File: src/rtl/code_rrip_repl.sv
module code_rrip_repl #(
  parameter int SETS = 16,
  parameter int WAYS = 4,
  localparam int SW = $clog2(SETS),
  localparam int WW = $clog2(WAYS)
) (
  input  logic          clk,
  input  logic          rst_n,
  input  logic          hit_en,
  input  logic [SW-1:0] hit_set,
  input  logic [WW-1:0] hit_way,
  output logic          hit_rdy,
  input  logic          fill_en,
  input  logic [SW-1:0] fill_set,
  input  logic [WW-1:0] fill_way,
  input  logic          fill_code,
  output logic          fill_rdy,
  input  logic          vreq,
  input  logic [SW-1:0] vreq_set,
  output logic          busy,
  output logic          vic_valid,
  output logic [WW-1:0] vic_way
);

  logic [1:0]      rrpv [SETS][WAYS];
  logic [WAYS-1:0] vld  [SETS];
  logic            srch;
  logic [SW-1:0]   cur;
  logic            inv_hit, dist_hit;
  logic [WW-1:0]   inv_way, dist_way;

  assign busy     = srch;
  assign hit_rdy  = !(srch && hit_set == cur);
  assign fill_rdy = !(srch && fill_set == cur);

  wire hit_go  = hit_en && hit_rdy;
  wire fill_go = fill_en && fill_rdy;
  wire found   = inv_hit || dist_hit;
  wire age     = srch && !found;

  always_comb begin
    inv_hit  = 1'b0;
    dist_hit = 1'b0;
    inv_way  = '0;
    dist_way = '0;
    for (int w = WAYS - 1; w >= 0; w--) begin
      if (!vld[cur][w]) begin
        inv_hit = 1'b1;
        inv_way = WW'(w);
      end
      if (rrpv[cur][w] == 2'd3) begin
        dist_hit = 1'b1;
        dist_way = WW'(w);
      end
    end
  end

  assign vic_valid = srch && found;
  assign vic_way   = inv_hit ? inv_way : dist_way;

  always_ff @(posedge clk) begin
    if (!rst_n) begin
      srch <= 1'b0;
      cur  <= '0;
      for (int s = 0; s < SETS; s++) begin
        vld[s] <= '0;
        for (int w = 0; w < WAYS; w++) rrpv[s][w] <= 2'd3;
      end
    end else begin
      if (!srch && vreq) begin
        srch <= 1'b1;
        cur  <= vreq_set;
      end else if (vic_valid) begin
        srch <= 1'b0;
      end
      if (age)
        for (int w = 0; w < WAYS; w++) rrpv[cur][w] <= rrpv[cur][w] + 2'd1;
      if (hit_go)
        rrpv[hit_set][hit_way] <= 2'd0;
      if (fill_go) begin
        vld[fill_set][fill_way]  <= 1'b1;
        rrpv[fill_set][fill_way] <= fill_code ? 2'd2 : 2'd3;
      end
    end
  end

  logic [2:0] age_cnt;
  always_ff @(posedge clk) begin
    if (!rst_n || !srch) age_cnt <= '0;
    else if (age) age_cnt <= age_cnt + 3'd1;
  end


  aging_bound_chk: assert property (@(posedge clk) disable iff (!rst_n)
    age_cnt <= 3'd3);


  data_fill_chk: assert property (@(posedge clk) disable iff (!rst_n)
    fill_go && !fill_code |=> rrpv[$past(fill_set)][$past(fill_way)] == 2'd3);


  code_fill_chk: assert property (@(posedge clk) disable iff (!rst_n)
    fill_go && fill_code |=> rrpv[$past(fill_set)][$past(fill_way)] == 2'd2);


  hit_zero_chk: assert property (@(posedge clk) disable iff (!rst_n)
    hit_go && !(fill_go && fill_set == hit_set && fill_way == hit_way)
    |=> rrpv[$past(hit_set)][$past(hit_way)] == 2'd0);


  one_pulse_chk: assert property (@(posedge clk) disable iff (!rst_n)
    vic_valid |=> !busy && !vic_valid);


  accept_chk: assert property (@(posedge clk) disable iff (!rst_n)
    !busy && vreq |=> busy && cur == $past(vreq_set));

endmodule

File: config.mk
export PLATFORM = sky130hd
export DESIGN_NAME = code_rrip_repl
export DESIGN_NICKNAME = d
export VERILOG_FILES = /design/src/rtl/code_rrip_repl.sv
export SDC_FILE = /design/constraint.sdc
export NUM_CORES = 1
export LEC_CHECK = 0
export BUFFER_PORTS_ARGS = -buffer_cell sky130_fd_sc_hd__buf_2
export CAP_MARGIN = 5
export CORE_UTILIZATION = 40
export CTS_CLUSTER_DIAMETER = 40
export DETAILED_ROUTE_END_ITERATION = 10
export PLACE_DENSITY_LB_ADDON = 0.25
export SLEW_MARGIN = 20
export SYNTH_ARGS = -nofsm -noshare
export SYNTH_HDL_FRONTEND = slang
export SYNTH_SLANG_ARGS = --single-unit
export TNS_END_PERCENT = 1
File: constraint.sdc
create_clock -name clk -period 5 [get_ports clk]
set_input_delay 1.25 -clock clk [delete_from_list [all_inputs] [get_ports clk]]
set_output_delay 1.25 -clock clk [all_outputs]
set_load 0.05 [all_outputs]
==> impl_metrics.env, run 1 <==
export IMPL_status="completed"
export IMPL_rsz0062_at_grt="false"
export IMPL_yosys_top_cells_area="dfxtp_1 24%, edfxtp_1 17%, mux4_2 11%, nor2_1 5.4%, o221ai_1 5.0%"
export IMPL_p_clk_frac=0.514
export IMPL_wl_per_cell_um=29.2
export IMPL_setup_viol=0
export IMPL_p_seq_frac=0.392
export IMPL_hold_class="flop to flop"
export IMPL_grt_max_degree=102
export IMPL_end_kind="output port"
export IMPL_chipHeight_um=169
export IMPL_critPathLaunchType="flop"
export IMPL_cp_required_ns=3.75
export IMPL_grtUsageTotal=0.322
export IMPL_pin_count=28
export IMPL_rows=60
export IMPL_root_buffer="clkbuf_16"
export IMPL_p_sw_frac=0.265
export IMPL_place_gp_congestion=1.07
export IMPL_path_cells="buf_4 -> buf_4 -> mux4_2 -> mux4_2 -> ha_1 -> nor3_1 -> nor3_1 -> nor3_1 -> buf_4"
export IMPL_num_vias=10832
export IMPL_cts_buffer_depth=3
export IMPL_worst_pin_slew_ns=1.00
export IMPL_grt_pass1_vias=10023
export IMPL_reg2reg_slack_ns=0.84
export IMPL_max_vdd_ir_drop_v=0.000185
export IMPL_yosys_area_top_type="dfxtp_1"
export IMPL_cts_hold_buf=0
export IMPL_core_area_um2=27300
export IMPL_cp_slowest_cell="mux4_2"
export IMPL_drtIter0Drc=1793
export IMPL_ys_warn_count=0
export IMPL_netlist_area_um2=11200
export IMPL_viasPerCell=6.86
export IMPL_r2r_end="rrpv[3][6]"
export IMPL_grt_pass1_wl_um=67000
export IMPL_final_net_count=1208
export IMPL_synth_flop_cell="dfxtp_1"
export IMPL_diodes=0
export IMPL_crit_end="vic_way[1]"
export IMPL_drv_cap=0
export IMPL_final_hold_viol_count=0
export IMPL_max_slew_margin=0.325
export IMPL_ys_async_sr_fraction=0
export IMPL_clkTransAtPathRegs_ns=0.06
export IMPL_grt_overflow_total=0
export IMPL_cp_top_family="multiplexers"
export IMPL_p_int_mw=3.37
export IMPL_slowest_delay_ns=0.56
export IMPL_yosys_top_cells_count="162 x nor2_1, 148 x nand2_1, 137 x dfxtp_1"
export IMPL_synth_seq_cells=201
export IMPL_wirelength_um=46100
export IMPL_crit_type="flop to output port"
export IMPL_synth_nets=1190
export IMPL_cts_buffers=35
export IMPL_critPathMaxFanout=7
export IMPL_p_comb_frac=0.095
export IMPL_grt_antenna_before_repair=2
export IMPL_synth_edf_count=64
export IMPL_cp_depth=9
export IMPL_p_per_area_nw_per_um2=354
export IMPL_final_core_util=0.476
export IMPL_yosysSeqAreaShare=0.416
export IMPL_p_leak_nw=4.77
export IMPL_drive_above_1_share=0.181
export IMPL_hpwl_um=32600
export IMPL_tns_ns=0
export IMPL_fmax_mhz=208
export IMPL_io_buffers=27
export IMPL_critPathBufInv=3
export IMPL_dieArea_um2=28700
export IMPL_initial_core_util=0.411
export IMPL_fin_crit_sh=0.960
export IMPL_ys_types=52
export IMPL_ant_nets=0
export IMPL_clk_latency_ns=0.52
export IMPL_arrival_ns=3.55
export IMPL_skew_ns=0.0153
export IMPL_drtPass1Iterations=8
export IMPL_synth_top_area_frac=0.245
export IMPL_netSwitchingPower_mw=1.22
export IMPL_htreeDepth=2
export IMPL_worst_r2r_cell_count=11
export IMPL_slew_viol_final=0
export IMPL_synthToLayoutAreaGrowth_pct=15.7
export IMPL_yosysMostFrequentCell="nor2_1"
export IMPL_clock_sinks=201
export IMPL_syn_area_per_cell_um2=9.63
export IMPL_cts_tree="done"
export IMPL_drc=0
export IMPL_synthCells=1164
export IMPL_die_width_um=169
export IMPL_fin_crit_ns=4.80
==> timing repair <==
item                       CTS  global route
pin swaps                    0             0
setup endpoints to repair    1             1
gates cloned                 0             0
buffers inserted             0            10
gates resized for setup      1             0
==> cells in the final DEF (no fill, tap or decap), types with 38 or more instances in the layout <==
master       n
dfxtp_1    135
a21o_1      38
a2bb2oi_1   45
mux4_2      56
nor2_1     161
a21oi_1     55
edfxtp_1    64
buf_4       45
nand2_1    148
o221ai_1    64
==> power by group through the flow <==
stage	sequential (mW)	combinational, mW	clock, mW
final	1.80	0.435	2.36
after CTS	1.80	0.406	2.37
after detailed placement	1.83	0.404	0
after floorplan	1.79	0.271	0
after global routing	1.80	0.449	2.43
after global placement	1.83	0.398	0
==> cells by family after synthesis <==
kind of cell,after synthesis,synth area share
and+or+nand+nor,448,0.180
AOI/OAI and AO/OA,347,0.238
DFF,201,0.416
buffers and inverters,96,0.0388
muxes,60,0.116
xor gates and xnor gates,8,0.00625
adders and majority gates,4,0.00446
==> how the worst min path moves through the flow <==
| stage | startpoint | endpoint | slack [ns] | depth (start not counted) |
|---|---|---|---|---|
| after CTS | vld[12][0] | vld[12][0] | 0.44 | 2 |
| final | vld[12][0] | vld[12][0] | 0.44 | 2 |
| after floorplan | vld[4][2] | vld[4][2] | 0.42 | 2 |
| after global placement | vld[14][3] | vld[14][3] | 0.43 | 1 |
| after detailed placement | vld[12][0] | vld[12][0] | 0.43 | 2 |
| after global routing | vld[6][1] | vld[6][1] | 0.46 | 1 |
==> final cells by class <==
type                    count  area, um2
well taps                 372        465
clock buffers              43        957
flip-flops and latches    201       4670
clock inverters            19        185
inverters                   5       18.8
repair buffers             72        503
multi-input cells         867       6170
fillers                  2591      14300
==> worst reg2reg max path: cells and delay by family, from the launching register on <==
family / cells / cell delay (ns)
muxes: 2 / 1.12
AOI/OAI and AO/OA: 2 / 0.42
buffers and inverters: 3 / 0.58
and+or+nand+nor: 3 / 1.12
adders and majority gates: 1 / 0.26
DFF: 1 / 0.38
==> layer usage <==
layer  share of wire  track usage  vias to the layer above  wire length (um)
met3            0.14       0.0816                      192              6330
li1                -            -                     4525                 -
met1            0.40        0.447                     5248             18300
met2            0.41        0.465                      865             18800
met4           0.057        0.154                        2              2610
met5         0.00028            0                        -                13
==> stage by stage <==
stage / setup WS (ns) / cell area, um2 / total power [mW] / hold slack, ns / instances
3_3_place_gp: 0.579 / 11800 / 2.23 / 0.428 / 1507
2_1_floorplan: 0.111 / 11200 / 2.06 / 0.418 / 1164
3_5_place_dp: 0.558 / 11800 / 2.23 / 0.432 / 1507
6_report: 0.198 / 13000 / 4.59 / 0.438 / 1579
4_1_cts: 0.0473 / 12900 / 4.57 / 0.441 / 1569
5_1_grt: 0.147 / 13000 / 4.67 / 0.461 / 1579
==> flip-flops by register name, indices dropped and copies added, names as in the netlist, named ones only <==
register and cells:
busy 1, rrpv 128, cur 4, vld 64
Note: power is estimated with default switching activity, not from simulation.
==> run 2: changes to the inputs <==
--- a/config.mk
+++ b/config.mk
@@ -7,6 +7,7 @@
 export LEC_CHECK = 0
 export BUFFER_PORTS_ARGS = -buffer_cell sky130_fd_sc_hd__buf_2
 export CAP_MARGIN = 5
+export CORE_ASPECT_RATIO = 1.1
 export CORE_UTILIZATION = 40
 export CTS_CLUSTER_DIAMETER = 40
 export DETAILED_ROUTE_END_ITERATION = 10
==> impl_metrics.env, run 2 (synthesis results as in run 1) <==
export IMPL_core_area_um2=27300
export IMPL_final_net_count=1189
export IMPL_pin_count=28
export IMPL_drive_above_1_share=0.168
export IMPL_grt_pass1_vias=10021
export IMPL_tns_ns=0
export IMPL_num_vias=10701
export IMPL_dieArea_um2=28700
export IMPL_clkTransAtPathRegs_ns=0.06
export IMPL_setup_viol=0
export IMPL_final_core_util=0.465
export IMPL_top_regs="rrpv x128, vld x64, cur x4"
export IMPL_viasPerCell=6.94
export IMPL_clock_sinks=201
export IMPL_max_slew_margin=0.290
export IMPL_htreeDepth=1
export IMPL_dp_cells=1489
export IMPL_drtIter0Drc=1416
export IMPL_grt_pass1_wl_um=67500
export IMPL_slew_viol_final=0
export IMPL_drv_cap=0
export IMPL_status="completed"
export IMPL_drtPass1Iterations=6
export IMPL_max_vdd_ir_drop_v=0.000209
export IMPL_fin_crit_ns=4.87
export IMPL_critPathLaunchType="flop"
export IMPL_initial_core_util=0.411
export IMPL_cts_buffer_depth=3
export IMPL_io_buffers=27
export IMPL_fmax_mhz=205
export IMPL_final_cell_mix="161 x nor2_1, 148 x nand2_1, 135 x dfxtp_1, 64 x o221ai_1, 64 x edfxtp_1"
export IMPL_cts_tree="done"
export IMPL_grt_overflow_total=0
export IMPL_ant_nets=0
export IMPL_diodes=0
export IMPL_clk_latency_ns=0.55
export IMPL_hold_class="flop to flop"
export IMPL_worst_pin_slew_ns=1.06
export IMPL_fin_area_um2=12700
export IMPL_layout_setup_ws_ns=0.127
export IMPL_drc=0
export IMPL_wirelength_um=46400
export IMPL_rows=63
export IMPL_grt_max_degree=152
export IMPL_root_buffer="clkbuf_16"
export IMPL_top_register="rrpv"
export IMPL_die_width_um=162
export IMPL_post_place_ws_ns=0.712
export IMPL_crit_type="flop to output port"
export IMPL_cts_setup_buffers=0
export IMPL_power_mw=4.32
export IMPL_placedInstanceArea_um2=11700
export IMPL_skew_ns=0.0138
export IMPL_synthToLayoutAreaGrowth_pct=13.2
export IMPL_final_hold_viol_count=0
export IMPL_rsz0062_at_grt="false"
export IMPL_cts_buffers=29
export IMPL_end_kind="output port"
export IMPL_hold_ws_ns=0.444
export IMPL_hpwl_um=32200
export IMPL_cts_resized_gates=0
export IMPL_place_gp_congestion=0.988
export IMPL_fin_crit_sh=0.975
export IMPL_final_common_cell="nor2_1"
export IMPL_largest_register_ffs=128
export IMPL_p_leak_nw=4.63
export IMPL_fin_cells=1542
export IMPL_critPathMaxFanout=33
export IMPL_arrival_ns=3.62
export IMPL_cts_hold_buf=0
export IMPL_p_per_area_nw_per_um2=340
export IMPL_chipHeight_um=178
export IMPL_grtUsageTotal=0.325
export IMPL_wl_per_cell_um=30.1
export IMPL_grt_antenna_before_repair=3
export IMPL_cp_required_ns=3.75
-- run 2: cell types whose count changed in the layout (fill, tap and decap cells not counted), sizes merged --
cell	previous run	this run
clkinv	5	9
clkinvlp	4	1
inv	13	11
buf	72	59
clkbuf	43	35
-- run 2: worst paths after layout --
| kind | from | endpoint | slack [ns] | cells past startpoint |
|---|---|---|---|---|
| hold / removal | vld[10][0] | vld[10][0] | 0.44 | 2 |
| setup / recovery | flop | vic_way[1] | 0.13 | 8 |
| hold reg to reg | vld[10][0] | vld[10][0] | 0.44 | 2 |
| setup reg to reg | flop | rrpv[3][2] | 0.71 | 9 |
-- run 2: power breakdown --
group	leakage, nW	internal [mW]	switching [mW]
Combinational	2.41	0.138	0.286
Clock	0.487	1.26	0.836
Sequential	1.74	1.75	0.0507
-- run 2: final cells by class --
cell class | count | area, um2
inverters | 5 | 18.8
clock buffers | 35 | 801
repair buffers | 59 | 403
flip-flops and latches | 201 | 4670
clock inverters | 18 | 184
fillers | 2596 | 14600
well taps | 357 | 447
multi-input cells | 867 | 6170
-- run 2: worst max-delay path: stages (launching register included) --
cell and delay (ns):
dfxtp_2 0.89, buf_4 0.27, mux4_2 0.30, mux4_2 0.46, ha_1 0.24, nor3_1 0.18
nor3_1 0.07, nor3_1 0.31, buf_2 0.34
-- run 2: layer usage --
layer,track usage,wire length [um]
met1,0.422,17800
met2,0.490,19500
met3,0.0881,5930
met4,0.179,3170
met5,0,46
